===== src/rtl/rtc_pkg.sv =====
`timescale 1ns/1ps
// rtc_pkg: shared types, register addresses and BCD helpers for the clock.
// Assumes all time fields hold valid BCD unless software writes otherwise.
package rtc_pkg;

    localparam int AW = 4;
    typedef logic [AW-1:0] addr_t;

    localparam addr_t A_HS   = addr_t'(0);
    localparam addr_t A_SEC  = addr_t'(1);
    localparam addr_t A_MIN  = addr_t'(2);
    localparam addr_t A_HOUR = addr_t'(3);
    localparam addr_t A_DOW  = addr_t'(4);
    localparam addr_t A_DATE = addr_t'(5);
    localparam addr_t A_MON  = addr_t'(6);
    localparam addr_t A_YEAR = addr_t'(7);
    localparam addr_t A_CMD  = addr_t'(8);

    // Calendar above hundredths, stored without unused bits
    typedef struct packed {
        logic [6:0] sec;
        logic [6:0] min;
        logic [6:0] hour;
        logic [2:0] dow;
        logic [5:0] date;
        logic [4:0] month;
        logic [7:0] year;
    } cal_t;

    localparam cal_t CAL_RESET = '{sec: 7'h00, min: 7'h00, hour: 7'h00,
                                   dow: 3'd1, date: 6'h01, month: 5'h01,
                                   year: 8'h00};

    // Add one to a two-digit BCD value (no wrap handling)
    function automatic logic [7:0] bcd_inc(input logic [7:0] v);
        if (v[3:0] >= 4'd9) return {v[7:4] + 4'd1, 4'd0};
        return {v[7:4], v[3:0] + 4'd1};
    endfunction

    // Last date of a month in BCD, leap year when year mod 4 == 0
    function automatic logic [5:0] last_date(input logic [4:0] mon,
                                             input logic [7:0] yr);
        logic [1:0] m4;
        m4 = yr[1:0] + {yr[4], 1'b0};
        case (mon)
            5'h02:                      return (m4 == 2'd0) ? 6'h29 : 6'h28;
            5'h04, 5'h06, 5'h09, 5'h11: return 6'h30;
            default:                    return 6'h31;
        endcase
    endfunction

    // Readable bits for each register address
    function automatic logic [7:0] field_mask(input addr_t a);
        case (a)
            A_HS, A_YEAR:         return 8'hFF;
            A_SEC, A_MIN, A_HOUR: return 8'h7F;
            A_DOW:                return 8'h07;
            A_DATE:               return 8'h3F;
            A_MON:                return 8'hDF;
            A_CMD:                return 8'h80;
            default:              return 8'h00;
        endcase
    endfunction

endpackage


===== src/rtl/rtc_cal_step.sv =====
`timescale 1ns/1ps
// rtc_cal_step: combinational one-second advance of the calendar.
// Handles 12/24-hour forms, month lengths, leap years and year wrap.
// Assumes the current value is valid BCD; invalid input gives an unspecified result.
module rtc_cal_step
    import rtc_pkg::*;
(
    input  cal_t cur,
    output cal_t nxt
);

    logic       day_roll;
    logic [4:0] h12;
    logic       pm;
    logic [5:0] h24;

    assign h12 = cur.hour[4:0];
    assign pm  = cur.hour[5];
    assign h24 = cur.hour[5:0];

    // Ripple the one-second carry through every field
    always_comb begin
        nxt      = cur;
        day_roll = 1'b0;
        if (cur.sec != 7'h59) begin
            nxt.sec = 7'(bcd_inc({1'b0, cur.sec}));
        end else begin
            nxt.sec = 7'h00;
            if (cur.min != 7'h59) begin
                nxt.min = 7'(bcd_inc({1'b0, cur.min}));
            end else begin
                nxt.min = 7'h00;
                if (cur.hour[6]) begin
                    if (h12 == 5'h12) begin
                        nxt.hour = {1'b1, pm, 5'h01};
                    end else if (h12 == 5'h11) begin
                        nxt.hour = {1'b1, ~pm, 5'h12};
                        day_roll = pm;
                    end else begin
                        nxt.hour = {1'b1, pm, 5'(bcd_inc({3'b0, h12}))};
                    end
                end else begin
                    if (h24 == 6'h23) begin
                        nxt.hour = 7'h00;
                        day_roll = 1'b1;
                    end else begin
                        nxt.hour = {1'b0, 6'(bcd_inc({2'b0, h24}))};
                    end
                end
            end
        end
        if (day_roll) begin
            nxt.dow = (cur.dow == 3'd7) ? 3'd1 : cur.dow + 3'd1;
            if (cur.date == last_date(cur.month, cur.year)) begin
                nxt.date = 6'h01;
                if (cur.month == 5'h12) begin
                    nxt.month = 5'h01;
                    nxt.year  = (cur.year == 8'h99) ? 8'h00 : bcd_inc(cur.year);
                end else begin
                    nxt.month = 5'(bcd_inc({3'b0, cur.month}));
                end
            end else begin
                nxt.date = 6'(bcd_inc({2'b0, cur.date}));
            end
        end
    end

    // Range guards on the stepped value
    always_comb begin
        if (cur.sec[6:4] <= 3'd5 && cur.sec[3:0] <= 4'd9) begin
            p_sec_range_r6: assert (nxt.sec[6:4] <= 3'd5 && nxt.sec[3:0] <= 4'd9)
                else $error("seconds left 00..59");
        end
        if (cur.dow >= 3'd1) begin
            p_dow_range_r9: assert (nxt.dow >= 3'd1)
                else $error("day of week left 1..7");
        end
    end

endmodule


===== src/rtl/rtc_sqw_div.sv =====
`timescale 1ns/1ps
// rtc_sqw_div: divides the oscillator pulse by 2*HALF into a square wave.
// Assumes osc_tick is a one-cycle pulse in the clk domain; holds while run is low.
module rtc_sqw_div #(
    parameter int HALF = 16
) (
    input  logic clk,
    input  logic rst_n,
    input  logic osc_tick,
    input  logic run,
    output logic sq
);

    localparam int CW = (HALF > 1) ? $clog2(HALF) : 1;
    localparam logic [CW-1:0] LAST = CW'(HALF - 1);

    logic [CW-1:0] cnt;

    // Count oscillator pulses and flip the output every HALF of them
    always_ff @(posedge clk) begin
        if (!rst_n) begin
            cnt <= '0;
            sq  <= 1'b0;
        end else if (osc_tick && run) begin
            if (cnt == LAST) begin
                cnt <= '0;
                sq  <= ~sq;
            end else begin
                cnt <= cnt + 1'b1;
            end
        end
    end

    p_half_period_r12: assert property (@(posedge clk) disable iff (!rst_n)
        (osc_tick && run && cnt == LAST) |=> (sq != $past(sq)));
    p_hold_r12: assert property (@(posedge clk) disable iff (!rst_n)
        !(osc_tick && run) |=> $stable(sq));

endmodule


===== src/rtl/rtc_freeze_core.sv =====
`timescale 1ns/1ps
// rtc_freeze_core: BCD time of day with an internal count and a visible copy.
// The upper fields step when hundredths enters 99 and are copied out on the
// rollover to 00. The copy is held while transfer enable is 0.
// Assumes tick_100hz and osc_tick are one-cycle pulses synchronous to clk
// and that bus writes never coincide with a tick the caller cares about.
module rtc_freeze_core
    import rtc_pkg::*;
#(
    parameter int SQW_HALF = 16
) (
    input  logic          clk,
    input  logic          rst_n,
    input  logic          tick_100hz,
    input  logic          osc_tick,
    input  logic          bus_we,
    input  logic [AW-1:0] bus_addr,
    input  logic [7:0]    bus_wdata,
    output logic [7:0]    bus_rdata,
    output logic          sqw_o,
    output logic          sqw_oe
);

    cal_t       int_cal, ext_cal, cal_step;
    logic [7:0] int_hs, ext_hs, hs_next, wd;
    logic       osc_off, sqw_off, xfer_en;
    logic       tick_ok, upper_step, copy_hs, copy_upper;

    assign wd         = bus_wdata & field_mask(bus_addr);
    assign tick_ok    = tick_100hz & ~osc_off;
    assign upper_step = tick_ok & (int_hs == 8'h98);
    assign hs_next    = (int_hs == 8'h99) ? 8'h00 : bcd_inc(int_hs);
    assign copy_hs    = tick_ok & xfer_en;
    assign copy_upper = tick_ok & xfer_en & (int_hs != 8'h98);

    rtc_cal_step step_i (
        .cur (int_cal),
        .nxt (cal_step)
    );

    // Hundredths: both copies; a write beats a tick
    always_ff @(posedge clk) begin
        if (!rst_n) begin
            int_hs <= 8'h00;
            ext_hs <= 8'h00;
        end else if (bus_we && bus_addr == A_HS) begin
            int_hs <= wd;
            ext_hs <= wd;
        end else begin
            if (tick_ok) int_hs <= hs_next;
            if (copy_hs) ext_hs <= hs_next;
        end
    end

    // Internal calendar: step on entry to 99, bus writes override
    always_ff @(posedge clk) begin
        if (!rst_n) begin
            int_cal <= CAL_RESET;
        end else begin
            if (upper_step) int_cal <= cal_step;
            if (bus_we) begin
                case (bus_addr)
                    A_SEC:   int_cal.sec   <= wd[6:0];
                    A_MIN:   int_cal.min   <= wd[6:0];
                    A_HOUR:  int_cal.hour  <= wd[6:0];
                    A_DOW:   int_cal.dow   <= wd[2:0];
                    A_DATE:  int_cal.date  <= wd[5:0];
                    A_MON:   int_cal.month <= wd[4:0];
                    A_YEAR:  int_cal.year  <= wd;
                    default: ;
                endcase
            end
        end
    end

    // Visible calendar: copy outside the 99 window, bus writes override
    always_ff @(posedge clk) begin
        if (!rst_n) begin
            ext_cal <= CAL_RESET;
        end else begin
            if (copy_upper) ext_cal <= int_cal;
            if (bus_we) begin
                case (bus_addr)
                    A_SEC:   ext_cal.sec   <= wd[6:0];
                    A_MIN:   ext_cal.min   <= wd[6:0];
                    A_HOUR:  ext_cal.hour  <= wd[6:0];
                    A_DOW:   ext_cal.dow   <= wd[2:0];
                    A_DATE:  ext_cal.date  <= wd[5:0];
                    A_MON:   ext_cal.month <= wd[4:0];
                    A_YEAR:  ext_cal.year  <= wd;
                    default: ;
                endcase
            end
        end
    end

    // Control bits: stop, square-wave off, transfer enable
    always_ff @(posedge clk) begin
        if (!rst_n) begin
            osc_off <= 1'b1;
            sqw_off <= 1'b1;
            xfer_en <= 1'b1;
        end else if (bus_we) begin
            if (bus_addr == A_MON) begin
                osc_off <= wd[7];
                sqw_off <= wd[6];
            end
            if (bus_addr == A_CMD) xfer_en <= wd[7];
        end
    end

    // Read multiplexer over the visible copy
    always_comb begin
        case (bus_addr)
            A_HS:    bus_rdata = ext_hs;
            A_SEC:   bus_rdata = {1'b0, ext_cal.sec};
            A_MIN:   bus_rdata = {1'b0, ext_cal.min};
            A_HOUR:  bus_rdata = {1'b0, ext_cal.hour};
            A_DOW:   bus_rdata = {5'b0, ext_cal.dow};
            A_DATE:  bus_rdata = {2'b0, ext_cal.date};
            A_MON:   bus_rdata = {osc_off, sqw_off, 1'b0, ext_cal.month};
            A_YEAR:  bus_rdata = ext_cal.year;
            A_CMD:   bus_rdata = {xfer_en, 7'b0};
            default: bus_rdata = 8'h00;
        endcase
    end

    rtc_sqw_div #(.HALF(SQW_HALF)) sqw_i (
        .clk      (clk),
        .rst_n    (rst_n),
        .osc_tick (osc_tick),
        .run      (~osc_off),
        .sq       (sqw_o)
    );

    assign sqw_oe = ~sqw_off;

    p_stopped_hold_r2: assert property (@(posedge clk) disable iff (!rst_n)
        (tick_100hz && osc_off && !bus_we) |=> ($stable(int_hs) && $stable(int_cal)));
    p_hs_wrap_r3: assert property (@(posedge clk) disable iff (!rst_n)
        (tick_ok && int_hs == 8'h99 && !bus_we) |=> (int_hs == 8'h00));
    p_rollover_copy_r4: assert property (@(posedge clk) disable iff (!rst_n)
        (tick_ok && xfer_en && int_hs == 8'h99 && !bus_we) |=> (ext_cal == $past(int_cal)));
    p_hidden_step_r4: assert property (@(posedge clk) disable iff (!rst_n)
        (tick_ok && int_hs == 8'h98 && !bus_we) |=> $stable(ext_cal));
    p_freeze_r5: assert property (@(posedge clk) disable iff (!rst_n)
        (!xfer_en && !bus_we) |=> ($stable(ext_hs) && $stable(ext_cal)));
    p_write_both_r11: assert property (@(posedge clk) disable iff (!rst_n)
        (bus_we && bus_addr == A_MIN) |=> (int_cal.min == ext_cal.min));

endmodule


===== config.mk =====
export PLATFORM = sky130hd
export DESIGN_NAME = rtc_freeze_core
export DESIGN_NICKNAME = d
export VERILOG_FILES = /design/src/rtl/rtc_pkg.sv /design/src/rtl/rtc_cal_step.sv /design/src/rtl/rtc_sqw_div.sv /design/src/rtl/rtc_freeze_core.sv
export SDC_FILE = /design/constraint.sdc
export NUM_CORES = 1
export LEC_CHECK = 0
export BUFFER_PORTS_ARGS = -buffer_cell sky130_fd_sc_hd__buf_4
export CAP_MARGIN = 10
export CORE_AREA = 2 2 106 108
export DETAILED_ROUTE_END_ITERATION = 16
export DIE_AREA = 0 0 108 110
export PLACE_DENSITY = 0.95
export SLEW_MARGIN = 10
export SYNTH_ARGS = -nofsm -noshare
export SYNTH_HDL_FRONTEND = slang
export SYNTH_HIERARCHICAL = 1
export SYNTH_SLANG_ARGS = --single-unit
export TNS_END_PERCENT = 30

===== constraint.sdc =====
create_clock -name clk -period 3.6 [get_ports clk]
set_clock_uncertainty 0.05 [all_clocks]
set_input_delay 0.36 -clock clk [delete_from_list [all_inputs] [get_ports clk]]
set_output_delay 0.36 -clock clk [all_outputs]
set_load 0.05 [all_outputs]

# [After elaboration in Yosys (flattened, before gate mapping)]
# Memories as Yosys holds them, arrays and structs flattened.
# Cells that the tools add are included.
[totals] register_bits=110 rom_bits=128 input_bits=17 out_inout_bits=10 wordCells=184 n_memories=1
[op_classes] addsub=18 magnitude_cmp=7 n_eq_ne=26 n_mux=92 bitwise_logic=9 n_reduce_logical=10
[memory_table] memory="(no name shown)" depth=16 width=8 rd=1 rd_clocked_by_memory_dff=0 wr=0 line="rtc_pkg.sv:54" rtl="case (a)"
[op_table] cell="43-bit 2-to-1 mux" n=4
[op_table] cell="7-bit 2-to-1 mux" n=15
[op_table] cell="8-bit 2-to-1 mux" n=13
[op_table] cell="8-bit one-hot mux with 9 select lines" n=1
[op_table] cell="6-bit 2-to-1 mux" n=10
[op_table] cell="4-bit by 1-bit adder with 4-bit output (second input constant)" n=10
[op_table] cell="5-bit 2-to-1 mux" n=7
[op_table] cell="1-bit 2-to-1 mux" n=34
[op_table] cell="4-bit greater-or-equal comparator (second input constant)" n=7
[op_table] cell="8-bit == test (second input constant)" n=3
[op_table] cell="22-bit 2-to-1 mux" n=1
[op_table] cell="5-bit == test (second input constant)" n=4
[op_table] cell="4-bit by 3-bit == test with 1-bit output (second input constant)" n=4
[op_table] cell="14-bit 2-to-1 mux" n=1
[op_table] cell="7-bit inequality test (second input constant)" n=2
[op_table] cell="13-bit 2-to-1 mux" n=1
[op_table] cell="6-bit one-hot mux with 2 select lines" n=1
[op_table] cell="5-bit by 3-bit == test with 1-bit output (second input constant)" n=2
[op_table] cell="3-bit by 1-bit adder with 3-bit output (second input constant)" n=3
[op_table] cell="3-bit 2-to-1 mux" n=3
[op_table] cell="8-bit bitwise AND" n=1
[op_table] cell="4-bit by 2-bit == test with 1-bit output (second input constant)" n=2
[op_table] cell="4-bit == test (second input constant)" n=2
[op_table] cell="8-bit inequality test (second input constant)" n=1
[op_table] cell="18 further kinds" n=30

# [Logic depth before layout (Yosys ltp)]
# Gate-level depths: netlist (run 1).
[logic_depth] word_depth=18 depth_mapped=13 depth_no_buf=12

# [By module]
# Netlist (run 1), hierarchy kept.
[by_module_without_submodules] mod="rtc_freeze_core" instances=1 cells_each=633 area_each_um2=5079.9 seq_area_each_um2=2102.0
[by_module_without_submodules] mod="rtc_cal_step" instances=1 cells_each=236 area_each_um2=1605.3 seq_area_each_um2=0.0
[by_module_without_submodules] mod="rtc_sqw_div" instances=1 cells_each=25 area_each_um2=230.2 seq_area_each_um2=100.1

# [Least setup slack after synthesis (run 1)]
# Ideal clock, no wire load.
[synth_path] path_kind="register to register" startpoint="register int_cal[8] in the netlist's numbering" endpoint="register int_cal[2] in the netlist's numbering" setup_ns=0.074 arrival_time_ns=2.173 required_time_ns=3.476 slack_ns=1.303 stages_incl_launch_ff=11 n_path_buf=1 period_less_slack_ns=2.297 cell_sequence="dfxtp_1 -> inv_1 -> ha_1 -> or2_2 -> a32oi_1 -> a21o_1 -> nand4_2 -> buf_2 -> o41ai_2 -> nand2_1 -> a31oi_1"
[synth_lines] element="from (decl)" line="rtc_freeze_core.sv:24" rtl="cal_t int_cal, ext_cal, cal_step;"
[synth_lines] element="from (signal assigned)" line="rtc_freeze_core.sv:60" rtl="if (upper_step) int_cal <= cal_step;"

==> results.cfg, run 1 <==
[final_layout]
final_util_pct = 66.8
drive_gt1_share_pct = 8.94
fin_nets = 934
antenna_cells = 0
syn_to_final_growth_pct = 3.37

[job]
cap_violations = 0

[outcome]
status = finished clean

[logic_synthesis]
ys.flop_type = dfxtp_1
synth-seq-cells = 110
synth_warnings = 6
synth.net_count = 948
synth_cell_type_count = 78
async_flop_share_pct = 0
syn_area_per_cell_sq_um = 7.74
netlist_instances = 894
synth_seq_area_share_pct = 31.8
synth_edf_count = 0
syn_area_sq_um = 6920

[sta]
slew-limit-headroom_pct = 34.4
setup_tns_ns = 0
fin_crit_sh_pct = 80.2
hold_viol_final = 0
maxSlewViolCount = 0
rsz0062_at_grt = false
tightest_slew_ns = 0.981
min_period_ns = 2.89
setup_viol = 0
fmax_mhz = 346

[worst_setup_path]
cp.required_ns = 3.80
critPathKind = reg2reg
cp.arrival_ns = 3.09
critPathLaunchType = flip-flop
cp_max_fo = 12
end_kind = flip-flop
rr_worst_depth = 9

[clock_network]
clkTransAtPathRegs_ns = 0.10
cts-root-buf = clkbuf_8
clockBufferDepth = 2
clock-sinks = 110
postCtsHoldBufs = 0
cts-resized-gates = 0
htreeDepth = 3
clk_latency_ns = 0.39
cts_made_buffers = 9
postCtsSetupBuffers = 0
cts_tree = built

[placement]
post-dp-hpwl_microns = 12500
io_buffers = 26
routabilityCongestion = 0.956

[detailed_routing]
route.detailed.drc = 0
firstDrtPassIters = 6
wirelength_microns = 18900
vias_per_cell = 6.68
drt_iter0_markers = 961
ant_nets = 0
vias = 6838
avgRoutedWirePerCell_microns = 18.4

[global_routing]
grt_pass1_vias = 6126
grt_antenna_before_repair = 0
grt_max_degree = 74
grt.overflow.total = 0
gr-usage-all-layers_pct = 32.3
grt_pass1_wl_microns = 30200

[power_and_ir_drop]
p_per_area_nw_per_um2 = 321
leakage_nw = 2.65
max-vdd-ir-drop_v = 0.000297

[floorplan]
start_util_pct = 64.6
die-area_sq_um = 11900
ios = 27
die-height_microns = 110
rows = 38
die_w_microns = 108
core_sq_um = 10700

[min_path]
min_path_type = in2reg
holdPathStages = 3
==> through the flow <==
stage          instance area, sq um  total power [W]  instances  hold slack [ns]  setup slack [ns]
2_1_floorplan                  6920          0.00147        894            0.399              1.30
3_3_place_gp                   6950          0.00152       1009            0.414             0.876
3_5_place_dp                   6950          0.00153       1009            0.419             0.759
4_1_cts                        7150          0.00228       1024            0.227             0.758
5_1_grt                        7150          0.00235       1024            0.253             0.558
6_report                       7150          0.00229       1024            0.236             0.711
==> critical path, stage by stage (launching register included) <==
cell      delay [ns]
dfxtp_1         0.46
ha_1            0.26
nand4b_4        0.13
nor4_2          0.62
and3_1          0.26
nand4_2         0.27
nand2b_4        0.26
mux2_4          0.31
nand2_1         0.06
a31oi_1         0.08
==> layer usage <==
| metal | GRT usage [%] | routed length [microns] | vias up | part of all wire [%] |
|---|---|---|---|---|
| met5 | 0 | 0 | - | 0 |
| met4 | 15.6 | 769 | 0 | 4.1 |
| met3 | 6.47 | 2080 | 72 | 11 |
| met2 | 51.3 | 8590 | 410 | 46 |
| met1 | 42.3 | 7410 | 3179 | 39 |
| li1 | - | - | 3177 | - |
==> where the power goes <==
group / switching [W] / total, W / internal (W)
combinational: 0.000154 / 0.000236 / 0.0000813
sequential: 0.0000341 / 0.00128 / 0.00124
clock: 0.000438 / 0.000777 / 0.000339
==> cell usage in the layout (no fill, tap or decap), types with 4 or more instances in the layout <==
master    synthesis  layout
xor2_1            6       6
nand3b_1          6       6
mux2i_1           9       9
nand3_1          19      19
dfxtp_1         110     110
a22oi_1          11      11
buf_4            11      31
a21boi_0          6       6
inv_1            34      34
clkbuf_8          0      10
o21ai_0          70      70
nand4_1           4       4
ha_1             37      37
and2_1            4       4
o31ai_1           4       4
nor3b_1           6       6
a21o_1            4       4
nor3_1           11      11
o21ai_1          17      17
mux2_2            4       4
nor2b_1          10      10
nand2_1         216     216
nor2_1           40      40
a41oi_1           8       8
nand2b_1          4       4
a21boi_1          4       4
a21oi_1          24      24
a31oi_1          89      89
==> path summary, 6_finish.rpt <==
kind	to	slack, ns	startpoint
max	int_cal[4]	0.71	int_cal[36]
min	sqw_i/cnt[1]	0.24	osc_tick
max reg2reg	int_cal[4]	0.71	int_cal[36]
min reg2reg	ext_cal[42]	0.43	ext_cal[42]
==> logic make-up after synthesis <==
group | synth area share, %
adder cells (fa/ha/maj) | 6.69
multiplexers | 2.71
AO/OA/AOI/OAI | 25.8
AND/OR/NAND/NOR | 24.6
buffers and inverters | 7.22
flip-flops | 31.8
XOR/XNOR | 1.14
==> synthesized netlist by cell type (6+ instances only) <==
cell type	count	share of area, %
a22oi_1	11	1.2
clkbuf_1	14	0.76
a21boi_0	6	0.65
a21oi_1	24	1.7
nand3b_1	6	0.65
nor3_1	11	0.80
buf_2	18	1.3
dfxtp_1	110	32
o21ai_1	17	1.2
nor2_1	40	2.2
xor2_1	6	0.76
o21ai_0	70	5.1
mux2i_1	9	1.3
ha_1	37	6.7
nor2b_1	10	0.90
inv_1	34	1.8
a41oi_1	8	1.0
nand2_1	216	12
nor3b_1	6	0.65
buf_4	11	1.2
nand3_1	19	1.4
a31oi_1	89	8.1
buf_6	13	2.1
==> registers in the layout (all words and copies together), names as in the netlist <==
signal and cells:
ext_cal 43, int_cal 43, ext_hs 8, int_hs 8, sqw_i/cnt 4, osc_off 1, sqw_i/sq 1, sqw_off 1
xfer_en 1
==> cell type report <==
cell class                 instances  area (sq um)
multi-input combinational        694          4210
fill                             853          3550
sequential                       110          2200
timing repair buffer              31           233
tap                              140           175
clock buffer                      10           138
inverter                          34           128
clock inverter                     5          58.8
Note: power is estimated with default switching activity, not from simulation.
==> run 2, diff against run 1 <==
- ABC_AREA: unset -> 1
- CORE_AREA: 2 2 106 108 -> 2 2 114 116
- DIE_AREA: 0 0 108 110 -> 0 0 116 118
- PLACE_DENSITY: 0.95 -> 0.92
- clock period: 3.6 -> 3 ns (I/O delays scaled with it)
==> run 2 against run 1 <==
Final cell count grew 39%. Synthesized cell count increased by 39%. Sequential share of layout area is 3.8 points lower. Routed wire length up 7.9%. Critical path depth grew 3. Sequential power rose by 20%. Maximum frequency rose by 13%. Via count rose by 16%. Flip-flop and latch count stayed put. Hold slack lost 0.047 ns. Area after synthesis up 11%. Largest cell class unchanged. Highest routed layer unchanged.
==> results.cfg, run 2 <==
[final_layout]
final_cell_mix = nand2_1, inv_1, nand3_1
finalNonFillerCells = 1423
antenna_cells = 0
drive_gt1_share_pct = 7.59
syn_to_final_growth_pct = 6.09
reg.largest.list = ext_cal x43, int_cal x43
final_area_sq_um = 8150
final_common_cell = nand2_1
fin_nets = 1300

[logic_synthesis]
synth_adder_area_share_pct = 6.02
synth_top_family_by_area = simple AND/OR/NAND/NOR gates
netlist_instances = 1243
synth_mux_area_share_pct = 0
yosys-top-cells-area = dfxtp_1, nand2_1, inv_1
synth_seq_area_share_pct = 28.7
synthXorXnorAreaFrac_pct = 1.82
synth_cell_type_count = 39
synth.net_count = 1297
syn_area_per_cell_sq_um = 6.18
synth_edf_count = 0
syn_area_sq_um = 7690
synth_top_area_share_pct = 28.7
synth_warnings = 6
ys.flop_type = dfxtp_1
synth-seq-cells = 110
synth_compound_area_share_pct = 11.4
async_flop_share_pct = 0
synth_area_leader_cell = dfxtp_1
synth_most_common_cell = nand2_1
yosys.area_share.simple_pct = 38.3
synth_common_cells = nand2_1, inv_1, nand3_1, dfxtp_1, o21ai_0

[detailed_routing]
route.detailed.drc = 0
wirelength_microns = 20300
vias_per_cell = 5.57
ant_nets = 0
vias = 7921
firstDrtPassIters = 5
avgRoutedWirePerCell_microns = 14.3
drt_iter0_markers = 1024

[global_routing]
grt_pass1_wl_microns = 33500
grt_max_degree = 46
gr-usage-all-layers_pct = 30.2
grt_antenna_before_repair = 0
grt.overflow.total = 0
grt_pass1_vias = 7201

[power_and_ir_drop]
leakage_nw = 4.50
max-vdd-ir-drop_v = 0.000293
p_per_area_nw_per_um2 = 379

[sta]
setup_viol = 0
hold_viol_final = 0
fin_ws_ns = 0.452
rsz0062_at_grt = false
slew-limit-headroom_pct = 41.5
fmax_mhz = 392
tightest_slew_ns = 0.874
fin_crit_sh_pct = 84.9
min_period_ns = 2.55
setup_tns_ns = 0
maxSlewViolCount = 0

[worst_setup_path]
cp_max_fo = 12
r2r_slack_ns = 0.45
rr_worst_depth = 12
crit_end = int_cal[2]
critPathKind = reg2reg
cp-startpoint = int_cal[36]
rr_startpoint = int_cal[36]
end_kind = flip-flop
cp.arrival_ns = 2.75
cp.required_ns = 3.20
critPathLaunchType = flip-flop
r2r-end = int_cal[2]

[outcome]
status = finished clean

[floorplan]
die_w_microns = 116
die-height_microns = 118
rows = 41
ios = 27
die-area_sq_um = 13700
start_util_pct = 61.9
core_sq_um = 12400

[min_path]
min_path_type = in2reg

[placement]
post-dp-hpwl_microns = 14300
routabilityCongestion = 0.948
io_buffers = 26
place_area_sq_um = 7850
placed_cells = 1407
detailedPlace.worstSlack_ns = 0.562

[clock_network]
clk_latency_ns = 0.35
clkTransAtPathRegs_ns = 0.07
htreeDepth = 3
clock-sinks = 110
cts-resized-gates = 0
postCtsHoldBufs = 0
cts-root-buf = clkbuf_16
cts_tree = built
postCtsSetupBuffers = 0
clockBufferDepth = 2
cts_made_buffers = 9

[job]
cap_violations = 0
[run 2: cell types whose count changed after synthesis, sizes merged, moves of 10 or more]
| cell | before | now |
|---|---|---|
| nor2b | 10 | 0 |
| a22oi | 11 | 0 |
| a31oi | 90 | 7 |
| nor2 | 41 | 72 |
| inv | 34 | 209 |
| nand3 | 19 | 145 |
| o21ai | 88 | 70 |
| a21oi | 25 | 57 |
| buf | 42 | 32 |
| nand2 | 217 | 439 |
[run 2: final cells by class]
type | count | area, sq um
multi-input combinational | 887 | 4430
fill | 1147 | 4260
sequential | 110 | 2200
inverter | 209 | 785
clock buffer | 11 | 253
timing repair buffer | 29 | 218
tap | 172 | 215
clock inverter | 5 | 56.3
[run 2: cell families after synthesis]
| group | count (synthesis) |
|---|---|
| XOR/XNOR | 16 |
| AND/OR/NAND/NOR | 679 |
| adder cells (fa/ha/maj) | 37 |
| flip-flops | 110 |
| AO/OA/AOI/OAI | 155 |
| buffers and inverters | 246 |
[run 2: power by group]
part           leakage [nW]  switching [W]  total, W  internal, W
Combinational          3.46       0.000207  0.000308     0.000101
Clock                 0.152       0.000555   0.00125     0.000694
Sequential            0.891      0.0000370   0.00153      0.00149
[run 2: stage by stage]
stage / total power [W] / hold slack (ns) / util (%)
finish: 0.00309 / 0.189 / 65.7
global route: 0.00320 / 0.201 / 65.7
CTS: 0.00309 / 0.179 / 65.7
detailed placement: 0.00186 / 0.426 / 63.2
global placement: 0.00185 / 0.414 / 63.2
floorplan: 0.00177 / 0.371 / -
[run 2: worst max-delay path, stage by stage, from the launching register on]
cell and delay, ns:
dfxtp_1 0.43, ha_1 0.22, nand3_2 0.11, nor2_4 0.22, nand2_2 0.14, inv_1 0.28, nand2_1 0.21, nor2_4 0.30
o21ai_0 0.12, nand2_1 0.07, nand2_1 0.06, o21bai_1 0.15, inv_1 0.06
[run 2: worst min-delay path by stage]
stage,startpoint,to,slack [ns],depth (start not counted)
after CTS,bus_we,xfer_en,0.18,3
final,bus_we,xfer_en,0.19,3
after floorplan,rst_n,sqw_i/sq,0.37,2
after detailed placement,ext_cal[2],ext_cal[2],0.43,2
after global placement,sqw_i/cnt[2],sqw_i/cnt[2],0.41,2
after global routing,bus_we,xfer_en,0.20,3
[run 2: metal layers]
metal	routed length, microns	global-route usage [%]
met5	0	0
met4	542	9.38
met3	1850	6.33
met2	9530	48.7
met1	8420	40.3
